## src/rtl/wdt_guard_pkg.sv

```systemverilog
// Shared constants, types and read-data packing for the watchdog.
// Assumes the fixed 8-bit register layout described in the brief.
package wdt_guard_pkg;
    localparam int REG_W    = 8;
    localparam int IV_W     = 2;
    localparam int NUM_TAPS = 1 << IV_W;

    localparam int BIT_POR = 7;
    localparam int BIT_RSV = 6;
    localparam int BIT_WD  = 5;
    localparam int BIT_EXT = 4;
    localparam int BIT_SW  = 3;
    localparam int BIT_EN  = 2;

    // Cause flags, one per reset source
    typedef struct packed {
        logic por;
        logic wd;
        logic ext;
        logic sw;
    } cause_t;

    localparam cause_t CAUSE_POR = '{por: 1'b1, wd: 1'b0, ext: 1'b0, sw: 1'b0};
    localparam cause_t CAUSE_WD  = '{por: 1'b0, wd: 1'b1, ext: 1'b0, sw: 1'b0};
    localparam cause_t CAUSE_EXT = '{por: 1'b0, wd: 1'b0, ext: 1'b1, sw: 1'b0};
    localparam cause_t CAUSE_SW  = '{por: 1'b0, wd: 1'b0, ext: 1'b0, sw: 1'b1};

    // Build the readable register image from flags and interval
    function automatic logic [REG_W-1:0] pack_status(cause_t c, logic [IV_W-1:0] iv);
        logic [REG_W-1:0] r;
        r             = '0;
        r[BIT_POR]    = c.por;
        r[BIT_RSV]    = 1'b0;
        r[BIT_WD]     = c.wd;
        r[BIT_EXT]    = c.ext;
        r[BIT_SW]     = c.sw;
        r[BIT_EN]     = 1'b1;
        r[IV_W-1:0]   = iv;
        return r;
    endfunction
endpackage

```

## src/rtl/wdt_tap_sel.sv

```systemverilog
// Selects one prescaler tick tap by index.
// Assumes taps are one-cycle strobes; the output is purely combinational.
module wdt_tap_sel #(
    parameter int N     = 4,
    parameter int SEL_W = $clog2(N)
) (
    input  logic [N-1:0]     taps_i,
    input  logic [SEL_W-1:0] sel_i,
    output logic             tick_o
);
    logic [N-1:0] hit;

    // One AND term per tap, ORed into the selected tick
    for (genvar i = 0; i < N; i++) begin : g_tap
        assign hit[i] = taps_i[i] && (sel_i == SEL_W'(i));
    end

    assign tick_o = |hit;
endmodule

```

## src/rtl/wdt_counter.sv

```systemverilog
// Timeout counter: counts selected ticks while running and flags overflow
// on the tick that would carry past the all-ones value. A clear always
// wins over a tick in the same cycle. Assumes run_i comes from a register.
module wdt_counter #(
    parameter int CNT_W = 2
) (
    input  logic clk,
    input  logic rst_n,
    input  logic run_i,
    input  logic tick_i,
    input  logic clr_i,
    output logic ovf_o
);
    localparam logic [CNT_W-1:0] CNT_MAX = '1;

    logic [CNT_W-1:0] cnt_q;

    // Overflow when the last step is taken without a competing clear
    assign ovf_o = run_i && tick_i && !clr_i && (cnt_q == CNT_MAX);

    // Count register: zero when stopped or cleared, else step on tick
    always_ff @(posedge clk) begin
        if (!rst_n) begin
            cnt_q <= '0;
        end else if (clr_i || !run_i) begin
            cnt_q <= '0;
        end else if (tick_i) begin
            cnt_q <= cnt_q + 1'b1;
        end
    end

    AST_TICK_STEPS: assert property (@(posedge clk) disable iff (!rst_n)
        (run_i && tick_i && !clr_i && cnt_q != CNT_MAX) |=> (cnt_q == $past(cnt_q) + 1'b1));
    AST_IDLE_HOLDS: assert property (@(posedge clk) disable iff (!rst_n)
        (run_i && !tick_i && !clr_i) |=> $stable(cnt_q));
    AST_CLEAR_WINS: assert property (@(posedge clk) disable iff (!rst_n)
        clr_i |-> !ovf_o);
endmodule

```

## src/rtl/wdt_status.sv

```systemverilog
// Control/status state: started flag, interval field, cause flags and
// the registered one-clock bite pulse. Power-on is the block reset.
// Assumes overflow is only raised while started.
module wdt_status
    import wdt_guard_pkg::*;
(
    input  logic             clk,
    input  logic             rst_n,
    input  logic             ext_rst_i,
    input  logic             sw_rst_i,
    input  logic             wr_en_i,
    input  logic [REG_W-1:0] wr_data_i,
    input  logic             ovf_i,
    output logic             run_o,
    output logic [IV_W-1:0]  iv_o,
    output logic [REG_W-1:0] rd_data_o,
    output logic             bite_o
);
    cause_t cause_q;
    logic   start_req;

    // A write of 0 to the enable bit while stopped is a start request
    assign start_req = wr_en_i && !wr_data_i[BIT_EN] && !run_o;

    // Started flag: set by a start request, dropped only by overflow or power-on
    always_ff @(posedge clk) begin
        if (!rst_n) begin
            run_o <= 1'b0;
        end else if (ovf_i) begin
            run_o <= 1'b0;
        end else if (start_req) begin
            run_o <= 1'b1;
        end
    end

    // Interval field: writable only while stopped
    always_ff @(posedge clk) begin
        if (!rst_n) begin
            iv_o <= '0;
        end else if (wr_en_i && !run_o) begin
            iv_o <= wr_data_i[IV_W-1:0];
        end
    end

    // Cause flags: latest source wins, watchdog then external then software
    always_ff @(posedge clk) begin
        if (!rst_n) begin
            cause_q <= CAUSE_POR;
        end else if (ovf_i) begin
            cause_q <= CAUSE_WD;
        end else if (ext_rst_i) begin
            cause_q <= CAUSE_EXT;
        end else if (sw_rst_i) begin
            cause_q <= CAUSE_SW;
        end
    end

    // Bite pulse: one clock after the overflowing tick
    always_ff @(posedge clk) begin
        if (!rst_n) begin
            bite_o <= 1'b0;
        end else begin
            bite_o <= ovf_i;
        end
    end

    // Register read image
    assign rd_data_o = pack_status(cause_q, iv_o);

    AST_BITE_SINGLE: assert property (@(posedge clk) disable iff (!rst_n)
        bite_o |=> !bite_o);
    AST_BITE_STOPS: assert property (@(posedge clk) disable iff (!rst_n)
        bite_o |-> (!run_o && cause_q == CAUSE_WD));
    AST_RUN_STICKY: assert property (@(posedge clk) disable iff (!rst_n)
        (run_o && !ovf_i) |=> run_o);
    AST_IV_FROZEN: assert property (@(posedge clk) disable iff (!rst_n)
        run_o |=> $stable(iv_o));
    AST_ONE_CAUSE: assert property (@(posedge clk) disable iff (!rst_n)
        $countones(cause_q) == 1);
endmodule

```

## src/rtl/wdt_guard.sv

```systemverilog
// Watchdog top: joins tap selection, timeout counter and status register.
// Assumes all strobes are synchronous to clk and one cycle wide.
module wdt_guard
    import wdt_guard_pkg::*;
#(
    parameter int CNT_W = 2
) (
    input  logic                clk,
    input  logic                rst_n,
    input  logic                ext_rst_i,
    input  logic                sw_rst_i,
    input  logic                sleep_enter_i,
    input  logic                tbase_mode_i,
    input  logic [NUM_TAPS-1:0] tap_tick_i,
    input  logic                wr_en_i,
    input  logic [REG_W-1:0]    wr_data_i,
    output logic [REG_W-1:0]    rd_data_o,
    output logic                bite_o
);
    logic            run;
    logic [IV_W-1:0] iv;
    logic            tick;
    logic            clr;
    logic            ovf;

    // Any event that restarts the count without stopping the watchdog
    assign clr = ext_rst_i || sw_rst_i || sleep_enter_i || tbase_mode_i
              || (wr_en_i && !wr_data_i[BIT_EN] && run);

    wdt_tap_sel #(
        .N     (NUM_TAPS),
        .SEL_W (IV_W)
    ) u_sel (
        .taps_i (tap_tick_i),
        .sel_i  (iv),
        .tick_o (tick)
    );

    wdt_counter #(
        .CNT_W (CNT_W)
    ) u_cnt (
        .clk    (clk),
        .rst_n  (rst_n),
        .run_i  (run),
        .tick_i (tick),
        .clr_i  (clr),
        .ovf_o  (ovf)
    );

    wdt_status u_stat (
        .clk       (clk),
        .rst_n     (rst_n),
        .ext_rst_i (ext_rst_i),
        .sw_rst_i  (sw_rst_i),
        .wr_en_i   (wr_en_i),
        .wr_data_i (wr_data_i),
        .ovf_i     (ovf),
        .run_o     (run),
        .iv_o      (iv),
        .rd_data_o (rd_data_o),
        .bite_o    (bite_o)
    );

    AST_TBASE_NO_BITE: assert property (@(posedge clk) disable iff (!rst_n)
        tbase_mode_i |=> !bite_o);
    AST_EXT_KEEPS_RUN: assert property (@(posedge clk) disable iff (!rst_n)
        (ext_rst_i && run) |=> run);
    AST_SLEEP_KEEPS_CAUSE: assert property (@(posedge clk) disable iff (!rst_n)
        (sleep_enter_i && !ext_rst_i && !sw_rst_i) |=> $stable(rd_data_o[7:3]));
endmodule

```

## config.mk

```make
export PLATFORM = sky130hd
export DESIGN_NAME = wdt_guard
export DESIGN_NICKNAME = d
export VERILOG_FILES = /design/src/rtl/wdt_guard_pkg.sv /design/src/rtl/wdt_tap_sel.sv /design/src/rtl/wdt_counter.sv /design/src/rtl/wdt_status.sv /design/src/rtl/wdt_guard.sv
export SDC_FILE = /design/constraint.sdc
export NUM_CORES = 1
export LEC_CHECK = 0
export BUFFER_PORTS_ARGS = -buffer_cell sky130_fd_sc_hd__clkbuf_2
export CAP_MARGIN = 20
export CORE_MARGIN = 3
export CORE_UTILIZATION = 30
export DETAILED_ROUTE_END_ITERATION = 8
export PLACE_DENSITY = 0.56
export SETUP_SLACK_MARGIN = 0.15
export SLEW_MARGIN = 20
export SYNTH_ARGS = -nofsm -noshare
export SYNTH_HDL_FRONTEND = slang
export SYNTH_SLANG_ARGS = --single-unit
```

## constraint.sdc

```tcl
create_clock -name clk -period 1.4 [get_ports clk]
set_input_delay 0.07 -clock clk [delete_from_list [all_inputs] [get_ports clk]]
set_output_delay 0.07 -clock clk [all_outputs]
set_load 0.01 [all_outputs]
```

# Word level (Yosys, flattened, before mapping)
# Index checks and enable logic that the tools add are counted.
[op_classes]
mul = 0
n_reduce_logical = 26
n_shift = 0
n_addsub = 1
bitwise_logic = 1
n_div = 0
order_cmp = 0
mux = 3
eq_ne = 4
[ops]
columns = ["operator", "count"]
rows = [
  ["$mux W4", 3],
  ["$logic_and A1 B1 Y1", 11],
  ["$eq A2 B2 Y1 const B", 3],
  ["$logic_or A1 B1 Y1", 5],
  ["$reduce_or A2 Y1", 2],
  ["$reduce_or A4 Y1", 1],
  ["$logic_not A1 Y1", 3],
  ["$reduce_bool A3 Y1", 1],
  ["$reduce_or A3 Y1", 1],
  ["$add A2 B1 Y2 const B", 1],
  ["$eq A2 B1 Y1 const B", 1],
  ["$logic_not A2 Y1", 1],
  ["$reduce_bool A2 Y1", 1],
  ["$not A1 Y1", 1],
]
[totals]
mem_bits_rw = 0
regBits = 10
rom_bits = 0
latchBits = 0
mem_count = 0

# Depth between registers and ports, before layout
[depth]
ltp_word = 8
mapped_depth = 3

# By module
# Synthesis repeated with hierarchy kept, for this count alone.
[hier_totals]
cells_unflattened = 48
hier_area_um2 = 460.4
[by_module_without_submodules]
columns = ["module", "cells_each", "area_each_um2", "instances"]
rows = [
  ["wdt_status", 35, 325.3, 1],
  ["wdt_counter", 9, 97.6, 1],
  ["wdt_tap_sel", 1, 22.5, 1],
  ["wdt_guard", 3, 15.0, 1],
]

# Worst setup path after synthesis
# OpenSTA, ideal clock, no wires.
[synth_path]
path_kind = "reg2reg"
start = "reg u_stat.iv_o[0]"
end = "reg u_stat.cause_q (netlist bit u_stat.rd_data_o[3])"
synth_period_minus_slack_ns = 1.330
t_required_ns = 1.330
path_slack_ns = 0.070
setup_time_ns = 0.070
path_stages_with_launch = 4
arrival_ns = 1.260
cell_sequence = "dfxtp_1 -> mux4_2 -> and2_4 -> a21oi_1"
[synth_via]
elab_chain_len = 7
[synth_lines]
columns = ["item", "line", "text"]
rows = [
  ["start: declaration", "wdt_status.sv:15", "output logic [IV_W-1:0] iv_o,"],
  ["start signal: assignment", "wdt_status.sv:41", "iv_o <= wr_data_i[IV_W-1:0];"],
  ["$eq A2 B1 Y1 (tied with other cells)", "wdt_tap_sel.sv:15", "assign hit[i] = taps_i[i] && (sel_i == SEL_W'(i));"],
  ["$logic_and A1 B1 Y1", "wdt_tap_sel.sv:15", ""],
  ["$reduce_or A4 Y1 (*)", "wdt_tap_sel.sv:18", "assign tick_o = |hit;"],
  ["$logic_and A1 B1 Y1 (*) (3 in a row)", "wdt_counter.sv:19", "assign ovf_o = run_i && tick_i && !clr_i && (cnt_q == CNT_MAX);"],
  ["$reduce_or A3 Y1 (no line) (*)", "n/a", ""],
  ["end signal: assignment", "wdt_status.sv:48", "cause_q <= CAUSE_POR;"],
  ["end signal: assignment", "wdt_status.sv:50", "cause_q <= CAUSE_WD;"],
  ["end signal: assignment", "wdt_status.sv:52", "cause_q <= CAUSE_EXT;"],
  ["end: declaration", "wdt_status.sv:19", "cause_t cause_q;"],
]
# Every way passes the cells marked *; elsewhere a longest branch is shown, timed or not.
# A chain may end at the register's enable or synchronous reset.

# Final worst setup path
[layout_path]
start = "reg u_stat.iv_o[0]"
end = "reg u_stat.cause_q (netlist bit u_stat.rd_data_o[4])"
[layout_via]
elab_chain_len = 7
[layout_lines]
columns = ["item", "line"]
rows = [
  ["$eq A2 B1 Y1 (tied with other cells)", "wdt_tap_sel.sv:15"],
  ["$logic_and A1 B1 Y1", "wdt_tap_sel.sv:15"],
  ["$reduce_or A4 Y1 (*)", "wdt_tap_sel.sv:18"],
  ["$logic_and A1 B1 Y1 (*) (3 in a row)", "wdt_counter.sv:19"],
  ["$reduce_or A2 Y1 (no line) (*)", "n/a"],
]
# Marks and branches as above.

==> results.md <==
- The largest area contributor in the netlist is dfxtp_1.
- The path class of the tightest hold or removal check is input pin to flop.
- The number of clock sinks seen by CTS is 10.
- The number of CTS-inserted buffers is 3.
- Derived from the worst setup path, the maximum achievable clock frequency is approximately 0.79 GHz.
- The met2 track utilization from global routing is 0.154.
- The synthesized netlist occupies a cell area of 439 sq um.
- Clock skew on the completed layout was measured at 0.00736 ns.
- The post-place setup slack is 0.124 ns.
- The routed design could run at a clock period as short as 1.27 ns.
- The first detailed-routing pass ran for 2 iterations.
- The switching share of power is 0.229.
- The share of total power dissipated in the clock network is 0.329.
- The final-layout fill cell count is 147.
- The region available for standard cell placement spans around 1300 sq um.
- The met1 track demand over resource is 0.134.
- The final cell count without fillers is 82.
- Data on the critical path arrives at its endpoint at 1.46 ns.
- The multi-input gate area in the final layout is 229 sq um.
- The final layout contains routed wiring with a total length of between 800 and 900 um.
- The clock tree from TritonCTS is yes.
- The critical hold path startpoint is wr_data_i[1].
- The cell count after synthesis came out at 45.
- The count of state elements after synthesis is 10.
- The clock slew at the register clock pins of the worst setup and hold paths is roughly 0.060 ns.
- In this run, distinct cell masters in the synthesized netlist total 20.
- The top cell type's share of synthesized area is 0.456.
- Counting along the longest clock path gives a buffer depth of 2.
- The number of placed instances, taps included, is slightly below 80.
- The share of the core filled with cells is 0.437.
- Among all flip-flop cells after synthesis, the most frequent one is dfxtp_1.
- The clock reaches the later pin of the worst-skew pair after about 0.26 ns.
- The worst register-to-register path begins at u_stat.iv_o[0]$_SDFFE_PN0P_.
- The all-layer global routing usage is 0.112.
- The setup TNS is 0 ns.
- The type of element launching the critical path is a flop.
- STA puts the critical path data required time at around 1.6 ns.
- Across the VDD grid, the largest voltage drop is 0.356 mV.
- The number of synthesized flops with an enable pin is 0.
- Detailed placement ended at an HPWL of 688 um.
- The post-layout instance area is ~580 sq um.
- The most common cell in the synthesized netlist is dfxtp_1.
- Dividing total power by cell area gives a power density of 972 nW/um^2.
- The detailed router finished its first iteration with 3 violations.
- The global routing met3 resource utilization is 0.0488.
- For this run, the post-layout net count is 89.
- CTS placed an instance of clkbuf_4 at the clock tree root.
- For this run, the register share of the synthesized area comes to 0.456.
- The flow ran to the end, and the final reports show no timing, DRC or antenna violations.
- The static leakage power is about 0.27 nW.
- The initial antenna violation count is 0.
- Across the run, the number of max-cap violations was 0.
- The share of synthesized flip-flops with an asynchronous set or reset is 0.
- The number of global-route vias before repair is 353.
- The repair_antennas step left the layout with diodes totalling 0.
- STA classifies the critical path endpoint as a flop.
- The tightest hold path in the finished design has a slack of roughly 0.073 ns.
- In the final layout, the share of cells above drive strength 1 is 0.433.
- The count of vias placed by the detailed router is 386.
- The total of endpoints with negative setup slack in the final report is 0.
- The switching power is between 0.1 and 0.15 mW.
- The die covers slightly below 2000 sq um.
- The startpoint-to-endpoint class of the critical path is flop to flop.
- The net count after synthesis is 65.
- The critical path starts at u_stat.iv_o[0]$_SDFFE_PN0P_.
- The peak-usage layer in the global routing report is met2.
- Setup repair after global routing could not meet its margin everywhere.
- Once routing completed, OpenROAD measured the worst setup slack at 0.127 ns.
- By count the netlist is led by dfxtp_1, nor2b_1, nor2_1.
- The count of buffers added on input and output ports is 20.
- Summing all placed instances gives a cell area of 544 sq um.
- The die outline height is roughly 44 um.
- The post-synthesis to final-layout area growth is 32.8%.
- Yosys attributes the largest share of cell area to dfxtp_1, nor2b_1, mux2i_1.
- The weighted congestion reported at the end of routability-driven placement is 0.623.
- Hold repair after CTS inserted 0 buffers.
- The average wire per cell in the routed design is between 10 and 15 um.
- The total overflow left after global routing is 0.
- CTS built an H-tree with a depth of 1.
- Yosys printed 0 warnings.
- In the routed layout, each cell is associated on average with a via count of 4.71.
- In this run the horizontal extent of the chip is approximately 44 um.
- The area taken by flip-flops and latches is a little over 200 sq um.
- The synthesized area per cell is 9.76 sq um.
- The part of the power in combinational logic is 0.137.
- The worst-path maximum fanout is 4.
- Of the total power, registers draw 0.535.
- The final number of max-transition violations came to 0.
- The effective utilization at floorplan is 0.329.
- The number of placement rows is 13.
- In this run the count of I/O pins placed on the die edge is 28.
- Entering global routing, the biggest net connects 9 pins.
- For this run, design rule violations remaining after detail routing come to 0.
- The first-pass GRT wire length is roughly 1500 um.
- The internal power of the cells totals 0.437 mW.
- The total power after layout is approximately 0.57 mW.
- The hold violation total from the final report is 0.
- The final antenna-violating net count is 0.
- Of the available clock period, the critical path in the final layout requires 0.909.
## path summary, 6_finish.rpt
| kind | to | slack, ns | depth (start not counted) |
|---|---|---|---|
| min reg2reg | u_stat.rd_data_o[7]$_SDFFE_PN1P_ | 0.46 | 2 |
| max reg2reg | u_stat.rd_data_o[4]$_SDFFE_PP0P_ | 0.13 | 3 |
| min | u_stat.iv_o[1]$_SDFFE_PN0P_ | 0.07 | 3 |
| max | u_stat.rd_data_o[4]$_SDFFE_PP0P_ | 0.13 | 3 |
## layout make-up
type / instances / area share
timing repair buffer: 21 / 0.185
multi-input combinational: 32 / 0.393
sequential: 10 / 0.345
inverter: 1 / 0.00644
clock buffer: 3 / 0.0386
tap: 15 / 0.0322
## state kept, by name, summed over array words and instances (netlist names)
signal / flops
u_stat.rd_data_o: 4
u_cnt.cnt_q: 2
u_stat.iv_o: 2
u_stat.bite_o: 1
u_stat.run_o: 1
## cell usage in the layout, fill, tap and decap left out
cell type,count
a21oi_1,2
a21oi_2,1
a2bb2oi_1,1
and2_4,1
and3b_1,1
buf_4,1
clkbuf_2,20
clkbuf_4,3
conb_1,2
dfxtp_1,9
dfxtp_2,1
ha_1,1
inv_1,1
mux2i_1,3
mux4_2,1
nand2_1,2
nand3_1,1
nand4b_1,1
nor2_1,4
nor2b_1,5
nor3b_2,1
o211ai_1,1
o21ai_0,3
xnor2_1,1
## timing repair
action                                  CTS  global route
resized for setup                         0             2
buffers inserted                          1             0
pin swaps                                 0             1
endpoints found under the setup margin    4             8
## routing by layer
metal / vias to the layer above / routed length [um]
met3: 2 / 89
met1: 168 / 374
li1: 196 / -
met2: 20 / 377
met4: 0 / 9
met5: - / 0
## power groups by stage
stage	combinational [mW]	clock [mW]	sequential [mW]
after floorplan	0.0401	0	0.313
after global placement	0.0729	0	0.309
after detailed placement	0.0742	0	0.309
after CTS	0.0771	0.195	0.303
after global routing	0.0873	0.214	0.304
final	0.0774	0.186	0.303
## critical path, stage by stage, from the launching register on
cell	delay, ns
dfxtp_2	0.34
mux4_2	0.55
and2_4	0.18
a21oi_1	0.13
## cell families after synthesis
group,count (synthesis),synth area share
buf+inv,3,0.0427
xor+xnor,1,0.0199
flops,10,0.456
other cells,2,0.0171
fa+ha+maj,1,0.0285
mux,4,0.120
compound gates,8,0.105
simple gates,16,0.211
Power figures use the tool's default switching activity.
